[config.mk]
export PLATFORM = sky130hd
export DESIGN_NAME = gate_cmd_ctrl
export DESIGN_NICKNAME = d
export VERILOG_FILES = /design/src/rtl/gate_cmd_pkg.sv /design/src/rtl/gc_fault_blocker.sv /design/src/rtl/gc_dead_guard.sv /design/src/rtl/gc_mode_sequencer.sv /design/src/rtl/gate_cmd_ctrl.sv
export SDC_FILE = /design/constraint.sdc
export NUM_CORES = 1
export LEC_CHECK = 0
export ABC_AREA = 1
export ABC_CLOCK_PERIOD_IN_PS = 2700
export CAP_MARGIN = 5
export CORE_MARGIN = 2
export CORE_UTILIZATION = 46
export CTS_BUF_LIST = sky130_fd_sc_hd__clkbuf_2 sky130_fd_sc_hd__clkbuf_4 sky130_fd_sc_hd__clkbuf_8
export CTS_CLUSTER_DIAMETER = 120
export DETAILED_ROUTE_END_ITERATION = 12
export PLACE_DENSITY = 0.72
export SETUP_SLACK_MARGIN = 0.1
export SYNTH_ARGS = -nofsm -noshare
export SYNTH_HDL_FRONTEND = slang
export SYNTH_SLANG_ARGS = --single-unit
[constraint.sdc]
create_clock -name clk -period 2.7 [get_ports clk]
set_clock_uncertainty 0.05 [all_clocks]
set_input_delay 0.405 -clock clk [delete_from_list [all_inputs] [get_ports clk]]
set_output_delay 0.405 -clock clk [all_outputs]
set_load 0.005 [all_outputs]
[src/rtl/gate_cmd_pkg.sv]
package gate_cmd_pkg;

    typedef enum logic [1:0] {
        MODE_DIRECT    = 2'd0,
        MODE_HALF      = 2'd1,
        MODE_INTERLOCK = 2'd2,
        MODE_HOLD      = 2'd3
    } gc_mode_e;

    typedef enum logic [1:0] {
        BLK_READY = 2'd0,
        BLK_FAULT = 2'd1,
        BLK_HOLD  = 2'd2,
        BLK_REARM = 2'd3
    } gc_blk_state_e;

    typedef enum logic {
        SEQ_RUN   = 1'b0,
        SEQ_QUIET = 1'b1
    } gc_seq_state_e;

endpackage

[src/rtl/gc_fault_blocker.sv]
module gc_fault_blocker
    import gate_cmd_pkg::*;
#(
    parameter int BLOCK_W = 16
) (
    input  logic               clk,
    input  logic               rst_n,
    input  logic               fault_in,
    input  logic               cmd_in,
    input  logic [BLOCK_W-1:0] block_cycles,
    output logic               ready,
    output logic               busy
);

    localparam logic [BLOCK_W-1:0] CNT_ONE  = BLOCK_W'(1);
    localparam logic [BLOCK_W-1:0] CNT_ZERO = '0;

    gc_blk_state_e     state_q, state_d;
    logic [BLOCK_W-1:0] cnt_q, cnt_d;

    // state register
    always_ff @(posedge clk or negedge rst_n) begin
        if (!rst_n) begin
            state_q <= BLK_READY;
            cnt_q   <= CNT_ZERO;
        end else begin
            state_q <= state_d;
            cnt_q   <= cnt_d;
        end
    end

    // next state
    always_comb begin
        state_d = state_q;
        cnt_d   = cnt_q;
        if (fault_in) begin
            state_d = BLK_FAULT;
            cnt_d   = CNT_ZERO;
        end else begin
            unique case (state_q)
                BLK_READY: begin
                    state_d = BLK_READY;
                end
                BLK_FAULT: begin
                    if (block_cycles == CNT_ZERO) begin
                        state_d = cmd_in ? BLK_REARM : BLK_READY;
                    end else begin
                        state_d = BLK_HOLD;
                        cnt_d   = CNT_ONE;
                    end
                end
                BLK_HOLD: begin
                    if (cnt_q >= block_cycles) begin
                        state_d = cmd_in ? BLK_REARM : BLK_READY;
                    end else begin
                        cnt_d = cnt_q + CNT_ONE;
                    end
                end
                BLK_REARM: begin
                    if (!cmd_in) begin
                        state_d = BLK_READY;
                    end
                end
            endcase
        end
    end

    // outputs
    always_comb begin
        ready = (state_q == BLK_READY);
        busy  = (state_q != BLK_READY);
    end


    fault_sets_busy_chk: assert property (@(posedge clk) disable iff (!rst_n)
        fault_in |=> busy);


    rearm_needs_low_cmd_chk: assert property (@(posedge clk) disable iff (!rst_n)
        $fell(busy) |-> $past(!cmd_in));

endmodule

[src/rtl/gc_dead_guard.sv]
module gc_dead_guard #(
    parameter int DEAD_W = 10
) (
    input  logic              clk,
    input  logic              rst_n,
    input  logic              own_gate,
    input  logic              other_gate,
    input  logic              direct_mode,
    input  logic [DEAD_W-1:0] dead_cycles,
    output logic              allow
);

    localparam logic [DEAD_W-1:0] LOW_ONE = DEAD_W'(1);
    localparam logic [DEAD_W:0]   EXT_ONE = (DEAD_W + 1)'(1);

    logic [DEAD_W-1:0] low_cnt_q;
    logic [DEAD_W:0]   low_next_ext;

    // cycles the opposite output has spent low, saturating
    always_ff @(posedge clk or negedge rst_n) begin
        if (!rst_n) begin
            low_cnt_q <= '0;
        end else if (other_gate) begin
            low_cnt_q <= '0;
        end else if (low_cnt_q != '1) begin
            low_cnt_q <= low_cnt_q + LOW_ONE;
        end
    end

    always_comb begin
        low_next_ext = {1'b0, low_cnt_q} + EXT_ONE;
        allow = !other_gate && (low_next_ext >= {1'b0, dead_cycles});
    end


    rise_after_other_low_chk: assert property (@(posedge clk) disable iff (!rst_n)
        (!direct_mode && $rose(own_gate)) |-> $past(!other_gate));

endmodule

[src/rtl/gc_mode_sequencer.sv]
module gc_mode_sequencer
    import gate_cmd_pkg::*;
#(
    parameter int DEAD_W = 10
) (
    input  logic              clk,
    input  logic              rst_n,
    input  logic [1:0]        mode_sel,
    input  logic [DEAD_W-1:0] dead_cycles,
    output gc_mode_e          active_mode,
    output logic              run_ok
);

    localparam logic [DEAD_W-1:0] Q_ONE = DEAD_W'(1);

    gc_seq_state_e     state_q, state_d;
    gc_mode_e          mode_q, mode_d;
    gc_mode_e          mode_req;
    logic [DEAD_W-1:0] qcnt_q, qcnt_d;

    assign mode_req = gc_mode_e'(mode_sel);

    // state register
    always_ff @(posedge clk or negedge rst_n) begin
        if (!rst_n) begin
            state_q <= SEQ_RUN;
            mode_q  <= MODE_DIRECT;
            qcnt_q  <= '0;
        end else begin
            state_q <= state_d;
            mode_q  <= mode_d;
            qcnt_q  <= qcnt_d;
        end
    end

    // next state
    always_comb begin
        state_d = state_q;
        mode_d  = mode_q;
        qcnt_d  = qcnt_q;
        unique case (state_q)
            SEQ_RUN: begin
                if (mode_req != mode_q) begin
                    state_d = SEQ_QUIET;
                    qcnt_d  = Q_ONE;
                end
            end
            SEQ_QUIET: begin
                if (qcnt_q >= dead_cycles) begin
                    state_d = SEQ_RUN;
                    mode_d  = mode_req;
                end else begin
                    qcnt_d = qcnt_q + Q_ONE;
                end
            end
        endcase
    end

    // outputs
    always_comb begin
        active_mode = mode_q;
        run_ok      = (state_q == SEQ_RUN) && (mode_req == mode_q);
    end

endmodule

[src/rtl/gate_cmd_ctrl.sv]
module gate_cmd_ctrl
    import gate_cmd_pkg::*;
#(
    parameter int DEAD_W  = 10,
    parameter int BLOCK_W = 16
) (
    input  logic               clk,
    input  logic               rst_n,
    input  logic               cmd_a,
    input  logic               cmd_b,
    input  logic [1:0]         mode_sel,
    input  logic [DEAD_W-1:0]  dead_cycles,
    input  logic [BLOCK_W-1:0] block_cycles,
    input  logic               fault_a,
    input  logic               fault_b,
    output logic               gate_a,
    output logic               gate_b,
    output logic               busy_a,
    output logic               busy_b
);

    localparam int NCH = 2;

    gc_mode_e         active_mode;
    logic             run_ok;
    logic             direct_mode;
    logic [NCH-1:0]   fault_v, raw_v, ready_v, busy_v, allow_v, req_v;
    logic [NCH-1:0]   gate_q;

    assign fault_v     = {fault_b, fault_a};
    assign direct_mode = (active_mode == MODE_DIRECT);

    gc_mode_sequencer #(.DEAD_W(DEAD_W)) u_seq (
        .clk         (clk),
        .rst_n       (rst_n),
        .mode_sel    (mode_sel),
        .dead_cycles (dead_cycles),
        .active_mode (active_mode),
        .run_ok      (run_ok)
    );

    // per-mode combining of the two commands
    always_comb begin
        unique case (active_mode)
            MODE_DIRECT:    raw_v = {cmd_b, cmd_a};
            MODE_HALF:      raw_v = {~cmd_a, cmd_a};
            MODE_INTERLOCK: raw_v = {cmd_b & ~cmd_a, cmd_a & ~cmd_b};
            MODE_HOLD:      raw_v = '0;
        endcase
    end

    for (genvar ch = 0; ch < NCH; ch++) begin : g_ch
        gc_fault_blocker #(.BLOCK_W(BLOCK_W)) u_blk (
            .clk          (clk),
            .rst_n        (rst_n),
            .fault_in     (fault_v[ch]),
            .cmd_in       (raw_v[ch]),
            .block_cycles (block_cycles),
            .ready        (ready_v[ch]),
            .busy         (busy_v[ch])
        );

        gc_dead_guard #(.DEAD_W(DEAD_W)) u_dg (
            .clk         (clk),
            .rst_n       (rst_n),
            .own_gate    (gate_q[ch]),
            .other_gate  (gate_q[NCH-1-ch]),
            .direct_mode (direct_mode),
            .dead_cycles (dead_cycles),
            .allow       (allow_v[ch])
        );

        assign req_v[ch] = raw_v[ch] & ready_v[ch] & ~fault_v[ch];
    end

    // registered gate commands
    always_ff @(posedge clk or negedge rst_n) begin
        if (!rst_n) begin
            gate_q <= '0;
        end else begin
            gate_q <= {NCH{run_ok}} & req_v & ({NCH{direct_mode}} | allow_v);
        end
    end

    assign gate_a = gate_q[0];
    assign gate_b = gate_q[1];
    assign busy_a = busy_v[0];
    assign busy_b = busy_v[1];


    no_overlap_chk: assert property (@(posedge clk) disable iff (!rst_n)
        (active_mode != MODE_DIRECT) |-> !(gate_a && gate_b));


    fault_a_off_chk: assert property (@(posedge clk) disable iff (!rst_n)
        fault_a |=> !gate_a);


    fault_b_off_chk: assert property (@(posedge clk) disable iff (!rst_n)
        fault_b |=> !gate_b);


    mode_switch_quiet_chk: assert property (@(posedge clk) disable iff (!rst_n)
        (mode_sel != $past(mode_sel)) |=> (!gate_a && !gate_b));


    hold_mode_off_chk: assert property (@(posedge clk) disable iff (!rst_n)
        (active_mode == MODE_HOLD) |=> (!gate_a && !gate_b));

endmodule

# Word-level counts from Yosys, hierarchy flattened
# Index checks and enable logic that the tools add are counted.
word_totals:
  word_cells: 110
  regBits: 71
op_classes:
  n_lt_le_gt_ge: 5
  reduce_logical: 21
  n_bitwise: 14
  muxes: 30
  add_sub_neg: 7
  n_eq_ne: 23
op_table:
  columns: ["op", "count"]
  rows:
  - ["two-way mux 16 bit", 5]
  - ["case mux 16 bit (2 select lines)", 2]
  - ["two-way mux 10 bit", 6]
  - ["adder 16 x 1 -> 16 bit, second input constant", 2]
  - ["greater-or-equal comparator 16 bit", 2]
  - ["adder 10 x 1 -> 10 bit, second input constant", 3]
  - ["case mux 2 bit (4 select lines)", 3]
  - ["adder 10 x 1 -> 11 bit, second input constant", 2]
  - ["greater-or-equal comparator 11 x 10 -> 1 bit", 2]
  - ["two-way mux 2 bit", 10]
  - ["inequality test 10 bit, second input constant", 2]
  - ["case mux 10 bit (2 select lines)", 1]
  - ["inequality test 3 bit, second input constant", 6]
  - ["zero test 16 bit", 1]
  - ["== test 2 bit, second input constant", 6]
  - ["greater-or-equal comparator 10 bit", 1]
  - ["AND reduction 2 bit", 4]
  - ["nonzero test 2 bit", 4]
  - ["bitwise AND 1 bit", 6]
  - ["== test 2 x 1 -> 1 bit, second input constant", 3]
  - ["zero test 2 bit", 3]
  - ["inequality test 3 x 2 -> 1 bit, second input constant", 2]
  - ["AND reduction 3 bit", 2]
  - ["nonzero test 3 bit", 2]
  - ["11 further kinds", 20]

# Logic depth before layout (Yosys ltp)
# Gate-level depths: netlist (run 1).
logic_depth:
  word_depth: 7
  depth_mapped: 17
  depth_no_buf: 17

# Hierarchy
# From an unflattened synthesis (run 1), not the netlist that was laid out.
unflattened:
  cells_unflattened: 908
  area_unflattened_um2: 6277.3
modules_own_cells:
  columns: ["mod", "instances", "seq_area_each_um2", "area_each_um2", "cells_per_inst"]
  rows:
  - ["gc_fault_blocker (g_ch[0].u_blk)", 1, 450.4, 1709.1, 255]
  - ["gc_fault_blocker (g_ch[1].u_blk)", 1, 450.4, 1699.1, 260]
  - ["gc_mode_sequencer", 1, 325.3, 1009.7, 139]
  - ["gc_dead_guard (g_ch[1].u_dg)", 1, 250.2, 867.1, 122]
  - ["gc_dead_guard (g_ch[0].u_dg)", 1, 250.2, 843.3, 107]
  - ["gate_cmd_ctrl", 1, 50.0, 148.9, 25]

# Worst setup path after synthesis (run 1)
# OpenSTA, ideal clock, no wires.
synth_timing:
  kind: "register -> register"
  from: "reg g_ch[0].u_dg.low_cnt_q[0]"
  to: "reg gate_q[0]"
  path_buffers: 0
  arrival_time_ps: 2031
  setup_ps: 77
  setup_slack_ps: 542
  path_stages_with_launch: 14
  cell_sequence: "dfrtp_1 nand4_1 or2_1 or2_4 nor2_4 nand2_1 and2_1 ha_1 inv_1 o211ai_1 nor2_1 nand3_1 nand2_1 a21oi_1"
synth_between:
  elab_chain_len: 5
synth_lines:
  columns: ["element", "line_no", "text"]
  rows:
  - ["from (decl)", "gc_dead_guard.sv:16", "logic [DEAD_W-1:0] low_cnt_q;"]
  - ["from (signal assigned)", "gc_dead_guard.sv:26", "low_cnt_q <= low_cnt_q + LOW_ONE;"]
  - ["adder 10 x 1 -> 11 bit", "gc_dead_guard.sv:31", "low_next_ext = {1'b0, low_cnt_q} + EXT_ONE;"]
  - ["greater-or-equal comparator 11 x 10 -> 1 bit", "gc_dead_guard.sv:32", "allow = !other_gate && (low_next_ext >= {1'b0, dead_cycles});"]
  - ["logical AND 1 bit", "gc_dead_guard.sv:32", null]
  - ["bitwise OR 2 bit", "gate_cmd_ctrl.sv:81", "gate_q <= {NCH{run_ok}} & req_v & ({NCH{direct_mode}} | allow_v);"]
  - ["bitwise AND 2 bit", "gate_cmd_ctrl.sv:81", null]
  - ["to (signal assigned)", "gate_cmd_ctrl.sv:81", null]
  - ["to (decl)", "gate_cmd_ctrl.sv:28", "logic [NCH-1:0] gate_q;"]
# Every way passes these cells.
# A chain may end at the register's enable or synchronous reset.

# Worst setup path after layout (run 1)
# Ends and elaborated chain as after synthesis.

==> results of run 1 <==
## sequential cells by signal (all words and copies together) (netlist names)
signal               cells
u_seq.state_q            1
g_ch.u_blk.cnt_q        32
gate_q                   2
u_seq.qcnt_q            10
g_ch.u_dg.low_cnt_q     20
g_ch.u_blk.state_q       4
u_seq.active_mode        2
## metal layers
| metal | vias to the layer above | global-route usage |
|---|---|---|
| met4 | 0 | 0.0635 |
| met5 | - | 0 |
| met3 | 17 | 0.0503 |
| met1 | 2341 | 0.264 |
| met2 | 86 | 0.353 |
| li1 | 2708 | - |
## critical path: stages (launching register included)
cell and delay (ps):
dfrtp_2 410, nand4_1 150, or2_1 290, or2_4 250
nor2_4 80, nand2_1 70, and2_4 170, ha_4 270
inv_1 40, o211ai_1 180, nor2_1 80, nand3_1 70
nand2_1 60, a21oi_2 170
## worst max path at each step
stage,startpoint,endpoint,cells past startpoint
4_1_cts,g_ch[0].u_dg.low_cnt_q[0],gate_q[0],13
6_report,g_ch[0].u_dg.low_cnt_q[0],gate_q[0],13
5_1_grt,g_ch[0].u_dg.low_cnt_q[1],gate_q[0],15
3_5_place_dp,block_cycles[9],g_ch[1].u_blk.cnt_q[13],11
2_1_floorplan,g_ch[0].u_dg.low_cnt_q[0],gate_q[0],13
3_3_place_gp,block_cycles[9],g_ch[1].u_blk.cnt_q[15],11
## timing repair
| action | CTS | global route |
|---|---|---|
| gates resized for setup | 0 | 7 |
| endpoints found under the setup margin | 0 | 1 |
| endpoints found under the hold margin | 0 | 0 |
| setup buffers | 0 | 2 |
## power by group through the flow
stage	Sequential [mW]	Combinational, mW	Clock [mW]
4_1_cts	1.40	1.09	0.798
6_report	1.40	1.09	0.769
5_1_grt	1.43	1.27	0.837
3_5_place_dp	1.42	1.08	0
2_1_floorplan	1.37	0.805	0
3_3_place_gp	1.42	1.06	0
## area by class of cell
class,instances,area share
clock buffers,11,0.0220
repair buffers,46,0.0659
flip-flops and latches,71,0.269
clock inverters,4,0.00341
well taps,172,0.0326
multi-input cells,624,0.547
inverters,105,0.0596
## synth_stat cells
library cell | instances | share of area
xnor2_1 | 10 | 0.015
o21a_1 | 3 | 0.0039
o22ai_1 | 3 | 0.0032
clkbuf_1 | 2 | 0.0013
nand3_1 | 70 | 0.060
inv_1 | 103 | 0.066
a21o_1 | 2 | 0.0026
or2_4 | 1 | 0.0015
and3_1 | 1 | 0.0011
o21ai_1 | 1 | 0.00086
nand2_1 | 216 | 0.14
a21oi_1 | 42 | 0.036
dfrtp_1 | 71 | 0.31
nor2_2 | 9 | 0.0097
ha_1 | 75 | 0.16
buf_4 | 4 | 0.0052
buf_6 | 2 | 0.0039
nand4_1 | 16 | 0.017
or2_1 | 1 | 0.0011
o21bai_1 | 2 | 0.0026
nand2_2 | 7 | 0.0075
nor2_4 | 1 | 0.0019
or3_1 | 1 | 0.0011
nor3b_1 | 3 | 0.0039
or2_2 | 2 | 0.0022
o211ai_1 | 1 | 0.0013
a211oi_1 | 1 | 0.0013
and2_1 | 1 | 0.0011
nor3_2 | 1 | 0.0017
o21ai_0 | 32 | 0.028
a31oi_1 | 1 | 0.0011
buf_2 | 1 | 0.00086
nand3_2 | 6 | 0.010
nor3_1 | 8 | 0.0069
xor2_1 | 23 | 0.035
inv_2 | 2 | 0.0013
nor2_1 | 81 | 0.052
nand2_4 | 2 | 0.0039
a21boi_0 | 1 | 0.0013
## cells by family after synthesis
| logic type | count (synthesis) | share of synthesized area |
|---|---|---|
| xor gates and xnor gates | 33 | 0.0497 |
| DFF | 71 | 0.305 |
| buffers and inverters | 114 | 0.0789 |
| and+or+nand+nor | 427 | 0.323 |
| adders and majority gates | 75 | 0.161 |
| AOI/OAI and AO/OA | 89 | 0.0817 |
==> results.json, run 1 <==
{
  "post_drt_wl_per_cell_um": 12.8,
  "ys_seq_area_frac": 0.305,
  "place_ws_ps": 159,
  "ys_seq_elements": 71,
  "wl_met2_mm": 6.31,
  "finalNonFillerCells": 1033,
  "r2r-start": "g_ch[0].u_dg.low_cnt_q[0]",
  "cts_tree": "yes",
  "antennaDiodeCount": 0,
  "setup_viol": 0,
  "fin_ws_ps": 271,
  "dpl-instance-area_mm2": 0.00639,
  "drv_cap": 0,
  "firstDrtPassIters": 5,
  "holdWs_ps": 121,
  "highest_layer": "met4",
  "cts.htree.levels": 3,
  "globalRouteOverflowTotal": 0,
  "hold_viol_final": 0,
  "drc": 0,
  "drtIter0Drc": 239,
  "combPwrFrac": 0.335,
  "max_freq_mhz": 412,
  "r2r_setup_slack_ps": 270,
  "avgSynthCellArea_um2": 7.19,
  "crit_path_start_kind": "register",
  "seq_area_mm2": 0.00178,
  "r2r_cells": 13,
  "fp.dieH_um": 116,
  "synthesis.area_mm2": 0.00582,
  "core_region_area_mm2": 0.0125,
  "worst_r2r_endpoint": "gate_q[0]",
  "grt_util_all_layers": 0.208,
  "vias": 5152,
  "syn-instance-count": 809,
  "ir_worst_vdd_mv": 0.287,
  "seqPwrFrac": 0.430,
  "tightest_slew_ps": 923,
  "cts_buffers": 9,
  "die-area_mm2": 0.0136,
  "p_clk_frac": 0.236,
  "cts_buffer_depth": 2,
  "final_layout_size_suffix_gt1_frac": 0.0720,
  "ant_nets": 0,
  "final_cell_mix": "nand2_1 (216), inv_1 (103), nor2_1 (81)",
  "finish.utilization": 0.530,
  "yosys_warnings": 0,
  "routed_wl_mm": 13.2,
  "multiInputGateArea_mm2": 0.00362,
  "fin_crit_sh": 0.900,
  "min_period_ps": 2430,
  "path_max_fanout": 6,
  "met3WireLength_um": 499,
  "syn-num-nets": 918,
  "p_sw_frac": 0.379,
  "clk_pin_slew_ps": 80,
  "grt_first_pass_wirelength_mm": 22.6,
  "fillers": 1228,
  "area.growth.synth_to_final_pct": 13.6,
  "internal_power_mw": 2.03,
  "hpwl_mm": 10.0,
  "viasPerCell": 4.99,
  "io_pins": 38,
  "crit_type": "reg -> reg",
  "endpoint_kind": "register",
  "antenna_found_initial": 0,
  "rows": 41,
  "hold_buffers": 0,
  "final_nets": 966,
  "finalSetupTns_ps": 0,
  "clockRootBuffer": "clkbuf_8",
  "dp.cells": 1016,
  "crit_required_ps": 2930,
  "netlist-cell-type-count": 39,
  "grt_pass1_vias": 4971,
  "worstPathArrival_ps": 2650,
  "power.switching_mw": 1.24,
  "io_buffers": 37,
  "slew_violations": 0,
  "die_w_um": 116,
  "wl_met1_mm": 6.20,
  "p_per_area_mw_per_mm2": 494,
  "power_mw": 3.26,
  "holdCritPathClass": "in -> async",
  "cts.sinks": 71,
  "mostFrequentLayoutCell": "nand2_1",
  "status": "finished, final reports clean",
  "insertion_delay_ps": 370,
  "grt_max_degree": 72,
  "leakagePower_nw": 3.42,
  "grt_setup_unrepaired": "no",
  "start_util": 0.467,
  "design_area_mm2": 0.00661,
  "place_congestion": 0.848,
  "relSlewSlack": 0.384
}
Power figures use the tool's default switching activity.
==> run 2, diff against run 1 <==
Settings changed: CELL_PAD_IN_SITES_DETAIL_PLACEMENT set to 1, CELL_PAD_IN_SITES_GLOBAL_PLACEMENT set to 1, CORE_ASPECT_RATIO set to 1.5, CORE_MARGIN 2 to 10, CORE_UTILIZATION 46 to 45, PLACE_DENSITY 0.72 to 0.89.
==> results.json, run 2 (synthesis results as in run 1) <==
{
  "cts_buffer_depth": 2,
  "vias": 5707,
  "cts_buffers": 9,
  "core_region_area_mm2": 0.0126,
  "crit_path_start_kind": "register",
  "combPwrFrac": 0.337,
  "holdWs_ps": 358,
  "hold_viol_final": 0,
  "hpwl_mm": 14.4,
  "io_buffers": 37,
  "p_clk_frac": 0.273,
  "routed_wl_mm": 18.0,
  "die-area_mm2": 0.0180,
  "grt_util_all_layers": 0.199,
  "post_drt_wl_per_cell_um": 17.6,
  "relSlewSlack": 0.739,
  "internal_power_mw": 2.25,
  "drc": 0,
  "path_max_fanout": 5,
  "finalNonFillerCells": 1025,
  "grt_setup_unrepaired": "no",
  "largest_reg_flops": 32,
  "p_per_area_mw_per_mm2": 538,
  "tightest_slew_ps": 388,
  "clk_pin_slew_ps": 80,
  "max_freq_mhz": 406,
  "io_pins": 38,
  "regMostFlops": "g_ch.u_blk.cnt_q",
  "crit_start": "g_ch[0].u_dg.low_cnt_q[1]",
  "final_cell_mix": "nand2_1 (215), inv_1 (103), nor2_1 (80)",
  "seqPwrFrac": 0.390,
  "antenna_found_initial": 0,
  "grt_util_met2": 0.375,
  "p_sw_frac": 0.380,
  "r2r-start": "g_ch[0].u_dg.low_cnt_q[1]",
  "clockRootBuffer": "clkbuf_8",
  "final_nets": 973,
  "ant_nets": 0,
  "grt_max_degree": 65,
  "ir_worst_vdd_mv": 0.232,
  "crit_type": "reg -> reg",
  "endpoint_kind": "register",
  "rows": 50,
  "grt_first_pass_wirelength_mm": 30.2,
  "met3_usage": 0.0313,
  "drv_cap": 0,
  "globalRouteOverflowTotal": 0,
  "power.switching_mw": 1.38,
  "firstDrtPassIters": 4,
  "place_congestion": 0.884,
  "area.growth.synth_to_final_pct": 16.1,
  "gr-max-usage-layer": "met2",
  "cts_tree": "yes",
  "holdCritPathClass": "in -> async",
  "crit_required_ps": 2930,
  "leakagePower_nw": 3.48,
  "antennaDiodeCount": 0,
  "final_layout_size_suffix_gt1_frac": 0.0852,
  "cts.htree.levels": 3,
  "use_met1": 0.197,
  "setup_viol": 0,
  "min_period_ps": 2460,
  "fp.dieH_um": 159,
  "fin_crit_sh": 0.912,
  "slew_violations": 0,
  "viasPerCell": 5.57,
  "dp.cells": 1004,
  "start_util": 0.463,
  "status": "finished, final reports clean",
  "die_w_um": 113,
  "mostFrequentLayoutCell": "nand2_1",
  "drtIter0Drc": 183,
  "worstPathArrival_ps": 2700,
  "largestRegisters": "g_ch.u_blk.cnt_q x32, g_ch.u_dg.low_cnt_q x20, u_seq.qcnt_q x10",
  "power_mw": 3.63,
  "grt_pass1_vias": 6568,
  "cts.sinks": 71,
  "insertion_delay_ps": 370
}
## run 2: power by group through the flow
stage,logic (mW),registers [mW],clock network (mW)
after floorplan,0.805,1.37,0
after global placement,1.07,1.42,0
after detailed placement,1.18,1.44,0
after CTS,1.20,1.41,1.01
after global routing,1.39,1.45,1.05
final,1.22,1.42,0.993
## run 2: path summary, 6_finish.rpt
kind | slack, ps | cells past startpoint | endpoint
worst min-delay path | 360 | 2 | g_ch[0].u_dg.low_cnt_q[7]
worst max register to register | 240 | 13 | gate_q[0]
worst max-delay path | 240 | 13 | gate_q[0]
max in group asynchronous | 1610 | 3 | g_ch[1].u_dg.low_cnt_q[2]
worst min register to register | 470 | 1 | g_ch[0].u_dg.low_cnt_q[0]
min in group clk | 470 | 1 | g_ch[0].u_dg.low_cnt_q[0]
## run 2: area by class of cell
type                       count  area, µm²
fill                        1588       5820
timing repair buffer          53        513
clock inverter                 5       81.3
tap                          156        195
sequential                    71       1780
multi-input combinational    624       3650
inverter                     105        394
clock buffer                  11        145
## run 2: repair_timing
action | CTS | global route
setup buffers | 0 | 4
gates resized for setup | 0 | 13
setup endpoints to repair | 0 | 2
endpoints found under the hold margin | 7 | 0
hold buffers | 1 | 0
## run 2: per-layer routing
layer  wire length [µm]  share of wire  up-vias
met5                  0              0        -
met4                856          0.048        0
met3                525          0.029       62
met2               9770           0.54      117
met1               6840           0.38     2802
li1                   -              -     2726
## run 2: critical path, stage by stage, from the launching register on
cell	delay, ps
dfrtp_1	410
ha_2	210
nand2_1	100
nor2_4	180
buf_4	140
xor2_2	210
inv_1	70
ha_1	300
nand4_1	170
nor3_2	170
nand4_1	110
nand3_1	100
nand2_1	50
a21oi_1	130
## run 2: stage by stage
| step | util | cell area, µm² | setup TNS (ps) | setup slack (ps) |
|---|---|---|---|---|
| 2_1_floorplan | - | 5820 | 0 | 542 |
| 3_3_place_gp | 0.511 | 6420 | 0 | 127 |
| 3_5_place_dp | 0.511 | 6420 | -13.0 | -13.0 |
| 4_1_cts | 0.529 | 6660 | 0 | 202 |
| 5_1_grt | 0.537 | 6760 | 0 | 77.1 |
| 6_report | 0.537 | 6760 | 0 | 237 |
